File: src/rtl/canTxArbPkg.sv
package canTxArbPkg;

  // Strobes from the sequencer into the status datapath
  typedef struct packed {
    logic latchWin;  // capture arbitration winner as loaded buffer
    logic finOk;     // loaded buffer finished successfully
    logic finFail;   // loaded buffer attempt failed
  } arbStrobe_t;

  typedef enum logic {
    ST_IDLE = 1'b0,
    ST_BUSY = 1'b1
  } arbState_t;

endpackage

File: src/rtl/canTxArbTree.sv
module canTxArbTree #(
  parameter int NUM  = 32,
  parameter int ID_W = 11,
  localparam int IDX_W = $clog2(NUM),
  localparam int LVLS  = $clog2(NUM)
) (
  input  logic [NUM-1:0]      cand,
  input  logic [NUM*ID_W-1:0] idFlat,
  output logic                anyCand,
  output logic [IDX_W-1:0]    winIdx
);

  // Tournament tree: each level halves the field, lower index kept on ties
  for (genvar l = 0; l <= LVLS; l++) begin : gLvl
    localparam int CNT = NUM >> l;
    logic [CNT-1:0] vld;
    logic [ID_W-1:0]  idv [CNT];
    logic [IDX_W-1:0] ix  [CNT];
    if (l == 0) begin : gLeaf
      for (genvar i = 0; i < CNT; i++) begin : gIn
        assign vld[i] = cand[i];
        assign idv[i] = idFlat[i*ID_W +: ID_W];
        assign ix[i]  = IDX_W'(i);
      end
    end else begin : gNode
      for (genvar i = 0; i < CNT; i++) begin : gPair
        logic takeLeft;
        assign takeLeft = gLvl[l-1].vld[2*i] &&
                          (!gLvl[l-1].vld[2*i+1] ||
                           (gLvl[l-1].idv[2*i] <= gLvl[l-1].idv[2*i+1]));
        assign vld[i] = gLvl[l-1].vld[2*i] | gLvl[l-1].vld[2*i+1];
        assign idv[i] = takeLeft ? gLvl[l-1].idv[2*i] : gLvl[l-1].idv[2*i+1];
        assign ix[i]  = takeLeft ? gLvl[l-1].ix[2*i]  : gLvl[l-1].ix[2*i+1];
      end
    end
  end

  assign anyCand = gLvl[LVLS].vld[0];
  assign winIdx  = gLvl[LVLS].ix[0];

endmodule

File: src/rtl/canTxArbCtrl.sv
module canTxArbCtrl
  import canTxArbPkg::*;
(
  input  logic       clk,
  input  logic       rstN,
  input  logic       anyCand,
  input  logic       txDone,
  input  logic       txFail,
  output arbStrobe_t strobe,
  output logic       busy,
  output logic       loadStrobe
);

  arbState_t state;

  always_comb begin
    strobe = '0;
    case (state)
      ST_IDLE: strobe.latchWin = anyCand;
      ST_BUSY: begin
        strobe.finOk   = txDone;
        strobe.finFail = !txDone && txFail;
      end
      default: strobe = '0;
    endcase
  end

  always_ff @(posedge clk or negedge rstN) begin
    if (!rstN) begin
      state      <= ST_IDLE;
      loadStrobe <= 1'b0;
    end else begin
      loadStrobe <= strobe.latchWin;
      if (strobe.latchWin)
        state <= ST_BUSY;
      else if (strobe.finOk || strobe.finFail)
        state <= ST_IDLE;
    end
  end

  assign busy = (state == ST_BUSY);

  AST_LOAD_ONE_CYCLE: assert property (@(posedge clk) disable iff (!rstN)
    loadStrobe |=> !loadStrobe);
  AST_LOAD_WITH_SEL: assert property (@(posedge clk) disable iff (!rstN)
    loadStrobe |-> busy);
  AST_END_RELEASES: assert property (@(posedge clk) disable iff (!rstN)
    (strobe.finOk || strobe.finFail) |=> !busy);

endmodule

File: src/rtl/canTxArbStatus.sv
module canTxArbStatus
  import canTxArbPkg::*;
#(
  parameter int NUM = 32,
  localparam int IDX_W = $clog2(NUM)
) (
  input  logic             clk,
  input  logic             rstN,
  input  arbStrobe_t       strobe,
  input  logic             busy,
  input  logic [NUM-1:0]   hostSetPend,
  input  logic [NUM-1:0]   hostSetCancel,
  input  logic [NUM-1:0]   hostClrAck,
  input  logic [NUM-1:0]   hostClrAbort,
  input  logic             anyCand,
  input  logic [IDX_W-1:0] winIdx,
  output logic [NUM-1:0]   cand,
  output logic [NUM-1:0]   pend,
  output logic [NUM-1:0]   cancel,
  output logic [NUM-1:0]   ack,
  output logic [NUM-1:0]   abortAck,
  output logic [IDX_W-1:0] curIdx
);

  logic [NUM-1:0] curOh, loadedVec, okVec, failVec;
  logic [NUM-1:0] abortNow, pendClr;

  assign curOh     = NUM'(1) << curIdx;
  assign loadedVec = busy ? curOh : '0;
  assign okVec     = strobe.finOk ? curOh : '0;
  assign failVec   = strobe.finFail ? curOh : '0;

  // A cancel resolves at once when not loaded, else only on a failed attempt
  assign abortNow = cancel & (~loadedVec | failVec);
  assign pendClr  = okVec | abortNow;
  assign cand     = pend & ~cancel;

  always_ff @(posedge clk or negedge rstN) begin
    if (!rstN) begin
      pend     <= '0;
      cancel   <= '0;
      ack      <= '0;
      abortAck <= '0;
      curIdx   <= '0;
    end else begin
      pend     <= (pend & ~pendClr) | hostSetPend;
      cancel   <= (cancel | (hostSetCancel & pend)) & ~pendClr;
      ack      <= (ack & ~hostClrAck) | okVec;
      abortAck <= (abortAck & ~hostClrAbort) | abortNow;
      if (strobe.latchWin)
        curIdx <= winIdx;
    end
  end

  AST_CANCEL_NEEDS_PEND: assert property (@(posedge clk) disable iff (!rstN)
    (cancel & ~pend) == '0);
  AST_WINNER_ELIGIBLE: assert property (@(posedge clk) disable iff (!rstN)
    anyCand |-> cand[winIdx]);
  AST_DONE_SETS_ACK: assert property (@(posedge clk) disable iff (!rstN)
    strobe.finOk |=> ack[$past(curIdx)]);

endmodule

File: src/rtl/canTxPrioArb.sv
module canTxPrioArb
  import canTxArbPkg::*;
#(
  parameter int NUM_BUF = 32,
  parameter int ID_W    = 11,
  localparam int IDX_W  = $clog2(NUM_BUF)
) (
  input  logic                    clk,
  input  logic                    rstN,
  input  logic [NUM_BUF-1:0]      hostSetPend,
  input  logic [NUM_BUF-1:0]      hostSetCancel,
  input  logic [NUM_BUF-1:0]      hostClrAck,
  input  logic [NUM_BUF-1:0]      hostClrAbort,
  input  logic [NUM_BUF-1:0]      irqMask,
  input  logic [NUM_BUF*ID_W-1:0] bufIdFlat,
  input  logic                    txDone,
  input  logic                    txFail,
  output logic                    selValid,
  output logic [IDX_W-1:0]        selIdx,
  output logic                    loadStrobe,
  output logic [NUM_BUF-1:0]      pendStat,
  output logic [NUM_BUF-1:0]      cancelStat,
  output logic [NUM_BUF-1:0]      ackStat,
  output logic [NUM_BUF-1:0]      abortStat,
  output logic                    ackIrq,
  output logic                    abortIrq
);

  arbStrobe_t         strobe;
  logic               busy, anyCand;
  logic [IDX_W-1:0]   winIdx, curIdx;
  logic [NUM_BUF-1:0] cand;

  canTxArbTree #(.NUM(NUM_BUF), .ID_W(ID_W)) tree_i (
    .cand(cand), .idFlat(bufIdFlat), .anyCand(anyCand), .winIdx(winIdx)
  );

  canTxArbCtrl ctrl_i (
    .clk(clk), .rstN(rstN), .anyCand(anyCand), .txDone(txDone),
    .txFail(txFail), .strobe(strobe), .busy(busy), .loadStrobe(loadStrobe)
  );

  canTxArbStatus #(.NUM(NUM_BUF)) stat_i (
    .clk(clk), .rstN(rstN), .strobe(strobe), .busy(busy),
    .hostSetPend(hostSetPend), .hostSetCancel(hostSetCancel),
    .hostClrAck(hostClrAck), .hostClrAbort(hostClrAbort),
    .anyCand(anyCand), .winIdx(winIdx), .cand(cand),
    .pend(pendStat), .cancel(cancelStat), .ack(ackStat),
    .abortAck(abortStat), .curIdx(curIdx)
  );

  assign selValid = busy;
  assign selIdx   = curIdx;
  assign ackIrq   = |(ackStat & ~irqMask);
  assign abortIrq = |(abortStat & ~irqMask);

endmodule

File: config.mk
export PLATFORM = sky130hd
export DESIGN_NAME = canTxPrioArb
export DESIGN_NICKNAME = d
export VERILOG_FILES = /design/src/rtl/canTxArbPkg.sv /design/src/rtl/canTxArbTree.sv /design/src/rtl/canTxArbCtrl.sv /design/src/rtl/canTxArbStatus.sv /design/src/rtl/canTxPrioArb.sv
export SDC_FILE = /design/constraint.sdc
export NUM_CORES = 1
export LEC_CHECK = 0
export ABC_AREA = 0
export BUFFER_PORTS_ARGS = -buffer_cell sky130_fd_sc_hd__buf_4
export CAP_MARGIN = 20
export CORE_AREA = 4 4 252 254
export DETAILED_ROUTE_END_ITERATION = 8
export DIE_AREA = 0 0 256 258
export PLACE_DENSITY_LB_ADDON = 0.12
export SYNTH_ARGS = -nofsm -noshare
export SYNTH_HDL_FRONTEND = slang
export SYNTH_SLANG_ARGS = --single-unit
File: constraint.sdc
create_clock -name clk -period 12.4 [get_ports clk]
set_clock_uncertainty 0.1 [all_clocks]
set_input_delay 0.62 -clock clk [delete_from_list [all_inputs] [get_ports clk]]
set_output_delay 0.62 -clock clk [all_outputs]
set_load 0.005 [all_outputs]
==> results of run 1 <==
[final cells by class]
| type | count | area, sq um |
|---|---|---|
| antenna | 5 | 12.5 |
| inverter | 367 | 1380 |
| multi-input combinational | 1780 | 13500 |
| timing repair buffer | 683 | 5130 |
| fill | 6306 | 36300 |
| clock inverter | 11 | 136 |
| tap | 790 | 988 |
| clock buffer | 21 | 450 |
| sequential | 135 | 3380 |
[power groups by stage]
stage,clock network [W],registers (W),logic [W]
floorplan,0,0.000646,0.00398
global placement,0,0.000686,0.00585
detailed placement,0,0.000690,0.00592
CTS,0.000537,0.000682,0.00595
global route,0.000556,0.000698,0.00662
finish,0.000531,0.000685,0.00598
[per-layer routing]
metal / part of all wire / track usage / wire length, microns
met3: 0.062 / 0.0605 / 6010
met1: 0.43 / 0.357 / 41700
met5: 0.00042 / 0 / 41
met2: 0.49 / 0.496 / 47600
met4: 0.020 / 0.0582 / 1960
[worst register-to-register path, delay by kind of cell, from the launching register on]
kind	cells	cell delay (ps)
AND/OR/NAND/NOR	7	2210
buffers and inverters	2	550
AO/OA/AOI/OAI	23	5440
adder cells (fa/ha/maj)	4	1330
flip-flops	1	410
multiplexers	2	640
[path summary, 6_finish.rpt]
check / to / slack (ps) / cells after the start
min: stat_i.abortAck[14]$_DFF_PN0_ / 140 / 1
max in group asynchronous: stat_i.pend[15]$_DFF_PN0_ / 10720 / 2
max reg2reg: stat_i.curIdx[0]$_DFFE_PN0P_ / 1580 / 38
min in group clk: stat_i.abortAck[22]$_DFF_PN0_ / 250 / 2
min reg2reg: stat_i.pend[1]$_DFF_PN0_ / 440 / 1
max: stat_i.curIdx[0]$_DFFE_PN0P_ / 1580 / 38
[state kept, by name, summed over array words and instances, names as in the netlist]
| signal | count |
|---|---|
| stat_i.ack | 32 |
| ctrl_i.busy | 1 |
| stat_i.cancel | 32 |
| stat_i.pend | 32 |
| ctrl_i.loadStrobe | 1 |
| stat_i.abortAck | 32 |
| stat_i.curIdx | 5 |
[logic make-up (layout without fill, tap and decap cells)]
| group | count (synthesis) | in the layout |
|---|---|---|
| AND/OR/NAND/NOR | 617 | 617 |
| other | 0 | 5 |
| flip-flops | 135 | 135 |
| multiplexers | 259 | 259 |
| buffers and inverters | 420 | 1082 |
| AO/OA/AOI/OAI | 563 | 563 |
| adder cells (fa/ha/maj) | 341 | 341 |
[placed cells by master, fill, tap and decap left out, types with 6 or more instances in the layout]
master	n
a211oi_1	53
or4_1	6
o21ai_0	183
ha_1	341
nand4_1	55
mux2i_1	242
and2_1	15
o22ai_1	36
mux2_2	17
nand3_1	90
buf_4	682
o22a_1	13
a21o_1	9
a31o_2	31
nor3_1	32
o21ai_1	14
o31ai_1	17
o221ai_1	16
nand3b_1	21
a21oi_1	126
nor4_1	26
a2111oi_0	15
dfrtp_1	135
o211ai_1	9
nor2b_1	34
nor2_1	145
clkbuf_16	17
inv_1	367
and3_1	11
nand2b_1	24
nand2_1	135
[per-stage QoR]
step	hold slack, ps	worst slack (ps)	area (sq um)
global placement	413	1100	24400
finish	137	1580	25000
detailed placement	418	1060	24400
global route	205	508	25000
floorplan	224	2820	18500
CTS	184	1500	25000
==> out/results.txt, run 1 <==
status - completed
share of the synthesized area in the top cell type - 0.231
First DRT Iteration DRCs - 1,224
Int Power - 0.00324 W
CP dominant cell by count - a21oi_1
compound-cell area share of the yosys netlist - 0.192
P_sw - 0.00395 W
Reg-to-Reg Start - stat_i.cancel[19]$_DFF_PN0_
RSZ-0062 raised after global routing - false
Syn Inst Count - 2,335
Row Count - 91
VDD IR max - 0.286 mV
yosys warns - 0
slowest stage delay, CP - 570 ps
IO Count - 653
crit path time final - 10,820 ps
Area Overhead vs Synth - 35.1%
Comb pwr share - 0.831
crit path from - stat_i.cancel[19]$_DFF_PN0_
multiplexer area fraction after synthesis - 0.141
final hold vios - 0
total wire length - 97.3 mm
Simple-Gate Fraction of Synth Area - 0.166
initial antenna violation count - 8
sequential share of the synthesized area - 0.183
async set or reset register ratio after synthesis - 1.00
DP HPWL - 86.4 mm
top cells by count, synth - 367 x inv_1, 341 x ha_1, 242 x mux2i_1
# setup viols final - 0
port buffer count - 652
H-tree Lvls - 4
Post-synth EDFFs - 0
total number of vias - 20,600
GRT Total Usage - 0.282
Die X - 256 microns
maximum clock frequency - 92.4 MHz
Crit path required time - 12,610 ps
fin util - 0.408
Inst Count DP - 3,755
die area - 0.0660 sq mm
Slew @ Worst Pin - 1030 ps
syn nets - 3,192
most common cell in the netlist - inv_1
CP max-delay cell - nor2b_1
number of CTS-inserted buffers - 17
Seq pwr share - 0.095
Clock Power Share - 0.074
largest net degree at the start of global routing - 88
drt pass-1 iters - 5
largest family of logic cells by synthesized area - adder cells
power density cells - 288 mW/mm^2
period utilization - 0.872
CTS Buffer Depth - 2
P_leak - 13.3 nW
Worst Path Buf+Inv - 2
Slew HR - 0.307
routability cong. - 0.990
Main synth FF type - dfrtp_1
Syn Area/Cell - 7.92 sq um
XOR/XNOR Fraction of Synth Area - 0
Critical Path Sink Type - flip-flop
vias in the first global route - 21,300
total gr overflow - 0
Power, Total - 0.00720 W
Die Ht - 258 microns
root buffer cell - clkbuf_16
DRC - 0
ranking of synthesized cells by area - ha_1 23%, dfrtp_1 18%, mux2i_1 13%, inv_1 7.4%, o21ai_0 5.0%
clock-pin slew on the worst setup and hold paths - 70 ps
CP Max Fanout - 15
Layout Cells excl Fill - 3,792
nets - 3,841
Critical Path AT - 11,030 ps
layout cell share with drive strength beyond 1 - 0.259
post-synth cell types - 63
hold_buf cts - 0
TritonCTS clock tree - yes
Worst Hold Class - in2async
final max-slew violation count - 0
core area - 0.0613 sq mm
Clock Latency Late Sink - 440 ps
Yosys top cell by area - ha_1
via/cell ratio - 5.42
crit-path leading delay family - compound AO/OA/AOI/OAI gates
CP startpoint kind - flip-flop
CTS sink cnt - 135
antenna viol nets, final - 0
critical path class - reg2reg
Max Cap Viol - 0
first-pass GRT wire length - 141 mm
Yosys reg bits - 135
Resized Gates After CTS - 0
initial core utilization - 0.302
adder-cell share of the synthesized area - 0.231
mapped cell area - 0.0185 sq mm
sw frac - 0.549
Setup TNS Final - 0 ps
DR WL/cell - 25.7 microns
post-CTS setup buffers - 0
Note: power is estimated with default switching activity, not from simulation.
==> run 2, diff against run 1 <==
BUFFER_PORTS_ARGS = default   (was -buffer_cell sky130_fd_sc_hd__buf_4)
DONT_BUFFER_PORTS = 1   (was default)
==> run 2 against run 1 <==
  * Via count fell by 12%
  * Setup slack got worse by 400 ps
  * Count of clock-buffer cells in the layout is 4 lower
  * Critical endpoint unchanged
  * Clock power is 4.9% higher
  * Wire length shrank 5.6%
  * First-iteration DRC count down 9.7%
  * Design area decreased by 19%
  * Flip-flop and latch count unchanged
  * Critical path type unchanged
  * Global-route usage fell by 1.6 points
  * Sequential share of layout area is 3.2 points higher
  * Worst hold slack worse by 97 ps
==> out/results.txt, run 2 (synthesis results as in run 1) <==
Placed Instance Area - 0.0195 sq mm (-20%)
Setup TNS Final - 0 ps (unchanged)
Reg-to-Reg Start - stat_i.cancel[7]$_DFF_PN0_
hold_buf cts - 1 (+1)
first-pass GRT wire length - 131 mm (-7.2%)
Inst Count DP - 3,106 (-17%)
CP max-delay cell - o32a_1
root buffer cell - clkbuf_16
# setup viols final - 0 (unchanged)
CP startpoint kind - flip-flop
total number of vias - 18,100 (-12%)
final hold vios - 0 (unchanged)
Crit path required time - 12,610 ps (about the same)
Resized Gates After CTS - 0 (unchanged)
DRC - 0 (unchanged)
post-place setup slack - 896 ps (-160 ps)
Clock Latency Late Sink - 460 ps (+20 ps)
power density cells - 344 mW/mm^2 (+19%)
First DRT Iteration DRCs - 1,105 (-9.7%)
CP dominant cell by count - ha_1
DR WL/cell - 29.3 microns (+14%)
via/cell ratio - 5.77 (+6.4%)
Critical Path AT - 11,430 ps (+400 ps)
critical path class - reg2reg
total wire length - 91.9 mm (-5.6%)
P_leak - 10.2 nW (-23%)
final max-slew violation count - 0 (unchanged)
port buffer count - 0 (-100%)
most common cell after layout, fill and taps aside - inv_1
fin util - 0.329 (-0.0786)
antenna viol nets, final - 0 (unchanged)
post-route setup slack - 1180 ps (-405 ps)
total gr overflow - 0 (unchanged)
DP HPWL - 81.6 mm (-5.6%)
post-CTS setup buffers - 0 (unchanged)
Layout Cell Area excl Fill - 0.0202 sq mm (-19%)
core area - 0.0613 sq mm (unchanged)
crit path from - stat_i.cancel[7]$_DFF_PN0_
layout cell share with drive strength beyond 1 - 0.0562 (-0.203)
number of CTS-inserted buffers - 17 (unchanged)
period utilization - 0.905 (+0.0326)
routability cong. - 0.982 (-0.81%)
Die X - 256 microns (unchanged)
initial antenna violation count - 9 (+1)
TritonCTS clock tree - yes
Die Ht - 258 microns (unchanged)
CP Max Fanout - 21 (+6)
CTS sink cnt - 135 (unchanged)
Area Overhead vs Synth - 9.09%
maximum clock frequency - 89.1 MHz (-3.6%)
Max Cap Viol - 0 (unchanged)
clock-pin slew on the worst setup and hold paths - 80 ps (about the same)
Critical Path Sink Type - flip-flop
crit path time final - 11,220 ps (+405 ps)
H-tree Lvls - 4 (unchanged)
vias in the first global route - 18,300 (-14%)
largest net degree at the start of global routing - 136 (+55%)
drt pass-1 iters - 5 (unchanged)
Reg2Reg Capture Point - stat_i.curIdx[0]$_DFFE_PN0P_
Slew @ Worst Pin - 1130 ps (+97.9 ps)
GRT Total Usage - 0.266 (-0.0160)
CP Capture Point - stat_i.curIdx[0]$_DFFE_PN0P_
slowest stage delay, CP - 740 ps (+170 ps)
Worst Hold Class - in2async
Layout Cells excl Fill - 3,141 (-17%)
VDD IR max - 0.268 mV (-6.0%)
initial core utilization - 0.302 (unchanged)
Worst R2R Setup Slack - 1180 ps (-400 ps)
fill count - 6,578 (+4.3%)
CTS Buffer Depth - 2 (unchanged)
die area - 0.0660 sq mm (unchanged)
commonest non-fill, non-tap cells in the layout - 367 x inv_1, 341 x ha_1, 242 x mux2i_1, 183 x o21ai_0, 145 x nor2_1
nets - 3,193 (-17%)
Row Count - 91 (unchanged)
worst r2r path cells - 35 (-7.9%)
Slew HR - 0.247 (-0.0606)
status - completed
IO Count - 653 (unchanged)
RSZ-0062 raised after global routing - false
[run 2: cell type report]
| type | instances | area [sq um] | share of cell area |
|---|---|---|---|
| multi-input cells | 1780 | 13500 | 0.670 |
| flip-flops and latches | 135 | 3380 | 0.167 |
| inverters | 367 | 1380 | 0.0683 |
| well taps | 790 | 988 | 0.0490 |
| clock buffers | 17 | 425 | 0.0211 |
| repair buffers | 35 | 283 | 0.0140 |
| clock inverters | 15 | 200 | 0.00992 |
| diodes | 2 | 5.00 | 0.000248 |
[run 2: how the worst min path moves through the flow]
| stage | cells past startpoint | slack (ps) | to | from |
|---|---|---|---|---|
| floorplan | 0 | 220 | ctrl_i.busy$_DFFE_PN0P_ | rstN |
| global placement | 0 | 230 | stat_i.ack[0]$_DFF_PN0_ | rstN |
| detailed placement | 0 | 230 | stat_i.ack[25]$_DFF_PN0_ | rstN |
| CTS | 1 | 90 | stat_i.ack[25]$_DFF_PN0_ | rstN |
| global route | 1 | 100 | stat_i.ack[25]$_DFF_PN0_ | rstN |
| finish | 1 | 40 | stat_i.abortAck[0]$_DFF_PN0_ | rstN |
[run 2: per-stage QoR]
step / hold WS (ps) / total power, W
6_report: 39.9 / 0.00694
5_1_grt: 103 / 0.00761
4_1_cts: 90.4 / 0.00695
3_5_place_dp: 228 / 0.00635
3_3_place_gp: 228 / 0.00630
2_1_floorplan: 224 / 0.00462
[run 2: routing by layer]
metal | vias to the layer above | GRT usage | share of wire
li1 | 8495 | - | -
met1 | 8864 | 0.324 | 0.41
met2 | 664 | 0.475 | 0.49
met3 | 83 | 0.0749 | 0.077
met4 | 4 | 0.0457 | 0.018
met5 | - | 0 | 0.00029
[run 2: worst max-delay path: cells and delay by family (launching register included)]
kind | cells | cell delay [ps]
buf+inv | 2 | 410
mux | 2 | 960
flops | 1 | 470
fa+ha+maj | 4 | 1220
simple gates | 11 | 3490
compound gates | 16 | 4410
[run 2: power by group]
part	leakage (nW)	switching, W	total, W	internal, W
registers	1.64	0.000191	0.000745	0.000554
clock network	0.298	0.000264	0.000557	0.000292
logic	8.23	0.00348	0.00564	0.00216
total	10.2	0.00393	0.00694	0.00301
==> run 3, diff against run 2 <==
CELL_PAD_IN_SITES_DETAIL_PLACEMENT = 0   (was default)
CELL_PAD_IN_SITES_GLOBAL_PLACEMENT = 1   (was default)
CORE_AREA = 4 4 254 256   (was 4 4 252 254)
DIE_AREA = 0 0 258 260   (was 0 0 256 258)
GPL_ROUTABILITY_DRIVEN = 0   (was default)
==> run 3 against run 2 <==
  * Design area increased by 0.23%
  * Fmax increased by 1.4%
  * Sequential power increased by 1%
  * Global-route usage decreased by 0.93 points
  * Die area increased by 1.6%
  * Critical path depth increased by 8
  * Worst hold slack got worse by 25 ps
  * First-iteration DRC count increased by 4.3%
  * Sequential share of layout area about the same
  * Clock power decreased by 2%
  * Via count decreased by 0.72%
  * Non-clock buffer count decreased by 2
  * Critical path type is now in2reg
  * Largest power group unchanged
==> out/results.txt, run 3 (synthesis results as in run 1) <==
crit path time final - 11,070 ps (-156 ps)
Critical Path AT - 11,280 ps (-150 ps)
status - completed
drt pass-1 iters - 5 (unchanged)
CTS Buffer Depth - 2 (unchanged)
clock-pin slew on the worst setup and hold paths - 90 ps (about the same)
Crit path required time - 12,620 ps (about the same)
Die X - 258 microns (+0.78%)
Slew @ Worst Pin - 1100 ps (-26.1 ps)
First DRT Iteration DRCs - 1,152 (+4.3%)
core area - 0.0625 sq mm (+2.0%)
Reg2Reg Capture Point - stat_i.curIdx[0]$_DFFE_PN0P_
nets - 3,191 (-0.063%)
period utilization - 0.892 (-0.0126)
CP startpoint kind - primary input
final hold vios - 0 (unchanged)
Die Ht - 260 microns (+0.78%)
# setup viols final - 0 (unchanged)
IO Count - 653 (unchanged)
Critical Path Sink Type - flip-flop
slowest stage delay, CP - 600 ps (-140 ps)
GRT Total Usage - 0.257 (-0.00933)
DRC - 0 (unchanged)
CTS sink cnt - 135 (unchanged)
Slew HR - 0.259 (+0.0125)
first-pass GRT wire length - 127 mm (-2.6%)
initial core utilization - 0.296 (-0.00603)
total number of vias - 18,000 (-0.72%)
Row Count - 92 (+1.1%)
final max-slew violation count - 0 (unchanged)
via/cell ratio - 5.63 (-2.4%)
CP Capture Point - stat_i.curIdx[0]$_DFFE_PN0P_
port buffer count - 0 (unchanged)
Reg-to-Reg Start - stat_i.cancel[21]$_DFF_PN0_
Resized Gates After CTS - 0 (unchanged)
CP max-delay cell - o31ai_2
Worst R2R Setup Slack - 1390 ps (+210 ps)
DP HPWL - 79.8 mm (-2.1%)
die area - 0.0671 sq mm (+1.6%)
DR WL/cell - 28.3 microns (-3.4%)
critical path class - in2reg
total gr overflow - 0 (unchanged)
P_leak - 10.2 nW (about the same)
Area Overhead vs Synth - 9.33%
TritonCTS clock tree - yes
initial antenna violation count - 11 (+2)
post-CTS setup buffers - 0 (unchanged)
CP Max Fanout - 15 (-29%)
root buffer cell - clkbuf_16
layout cell share with drive strength beyond 1 - 0.0554 (-0.000804)
most common cell after layout, fill and taps aside - inv_1
Setup TNS Final - 0 ps (unchanged)
vias in the first global route - 18,000 (-1.7%)
maximum clock frequency - 90.4 MHz (+1.4%)
Worst Hold Class - in2async
VDD IR max - 0.306 mV (+14%)
number of CTS-inserted buffers - 17 (unchanged)
Clock Latency Late Sink - 460 ps (about the same)
total wire length - 90.3 mm (-1.8%)
worst r2r path cells - 40 (+14%)
antenna viol nets, final - 0 (unchanged)
RSZ-0062 raised after global routing - false
power density cells - 346 mW/mm^2 (+0.65%)
H-tree Lvls - 4 (unchanged)
Power, Total - 0.00700 W (+0.88%)
crit path from - bufIdFlat[195]
largest net degree at the start of global routing - 136 (unchanged)
commonest non-fill, non-tap cells in the layout - 367 x inv_1, 341 x ha_1, 242 x mux2i_1, 183 x o21ai_0, 145 x nor2_1
Max Cap Viol - 0 (unchanged)
[run 3: power by group]
part           switching [W]  internal, W  total, W
sequential          0.000202     0.000554  0.000756
clock               0.000272     0.000276  0.000548
combinational        0.00353      0.00216   0.00570
[run 3: metal layers]
layer / wire, microns / track usage / part of all wire
met3: 6900 / 0.0696 / 0.076
met5: 64 / 0 / 0.00071
met2: 45000 / 0.459 / 0.50
met4: 1490 / 0.0451 / 0.016
met1: 36900 / 0.312 / 0.41
[run 3: timing repair]
item | 4_1_cts | 5_1_grt
endpoints found under the hold margin | 135 | 0
setup endpoints to repair | 0 | 0
hold buffers | 1 | 0
[run 3: critical path, delay by kind of cell]
kind	cells	cell delay [ps]
AND/OR/NAND/NOR	11	2040
AO/OA/AOI/OAI	22	5790
adder cells (fa/ha/maj)	5	1640
buffers and inverters	4	650
multiplexers	1	500
[run 3: cell type report]
class | instances | area (sq um)
antenna | 3 | 7.51
fill | 6719 | 42300
tap | 846 | 1060
multi-input combinational | 1780 | 13500
clock buffer | 17 | 425
clock inverter | 15 | 189
sequential | 135 | 3380
timing repair buffer | 33 | 268
inverter | 367 | 1380
[run 3: worst min-delay path by stage]
stage	start	to	slack [ps]	cells past startpoint
3_3_place_gp	rstN	stat_i.abortAck[16]$_DFF_PN0_	230	0
6_report	rstN	stat_i.abortAck[8]$_DFF_PN0_	20	1
5_1_grt	rstN	stat_i.ack[24]$_DFF_PN0_	90	1
4_1_cts	rstN	stat_i.abortAck[5]$_DFF_PN0_	80	1
3_5_place_dp	rstN	stat_i.abortAck[5]$_DFF_PN0_	230	0
2_1_floorplan	rstN	ctrl_i.busy$_DFFE_PN0P_	220	0
[run 3: per-stage QoR]
step	cell area (sq um)	std cells	worst slack, ps	util	hold WS (ps)
2_1_floorplan	18500	2335	2820	-	224
3_3_place_gp	19600	3160	908	0.313	228
3_5_place_dp	19600	3160	763	0.313	228
4_1_cts	20200	3193	1250	0.323	82.3
5_1_grt	20200	3194	357	0.323	85.1
6_report	20200	3196	1330	0.324	15.2
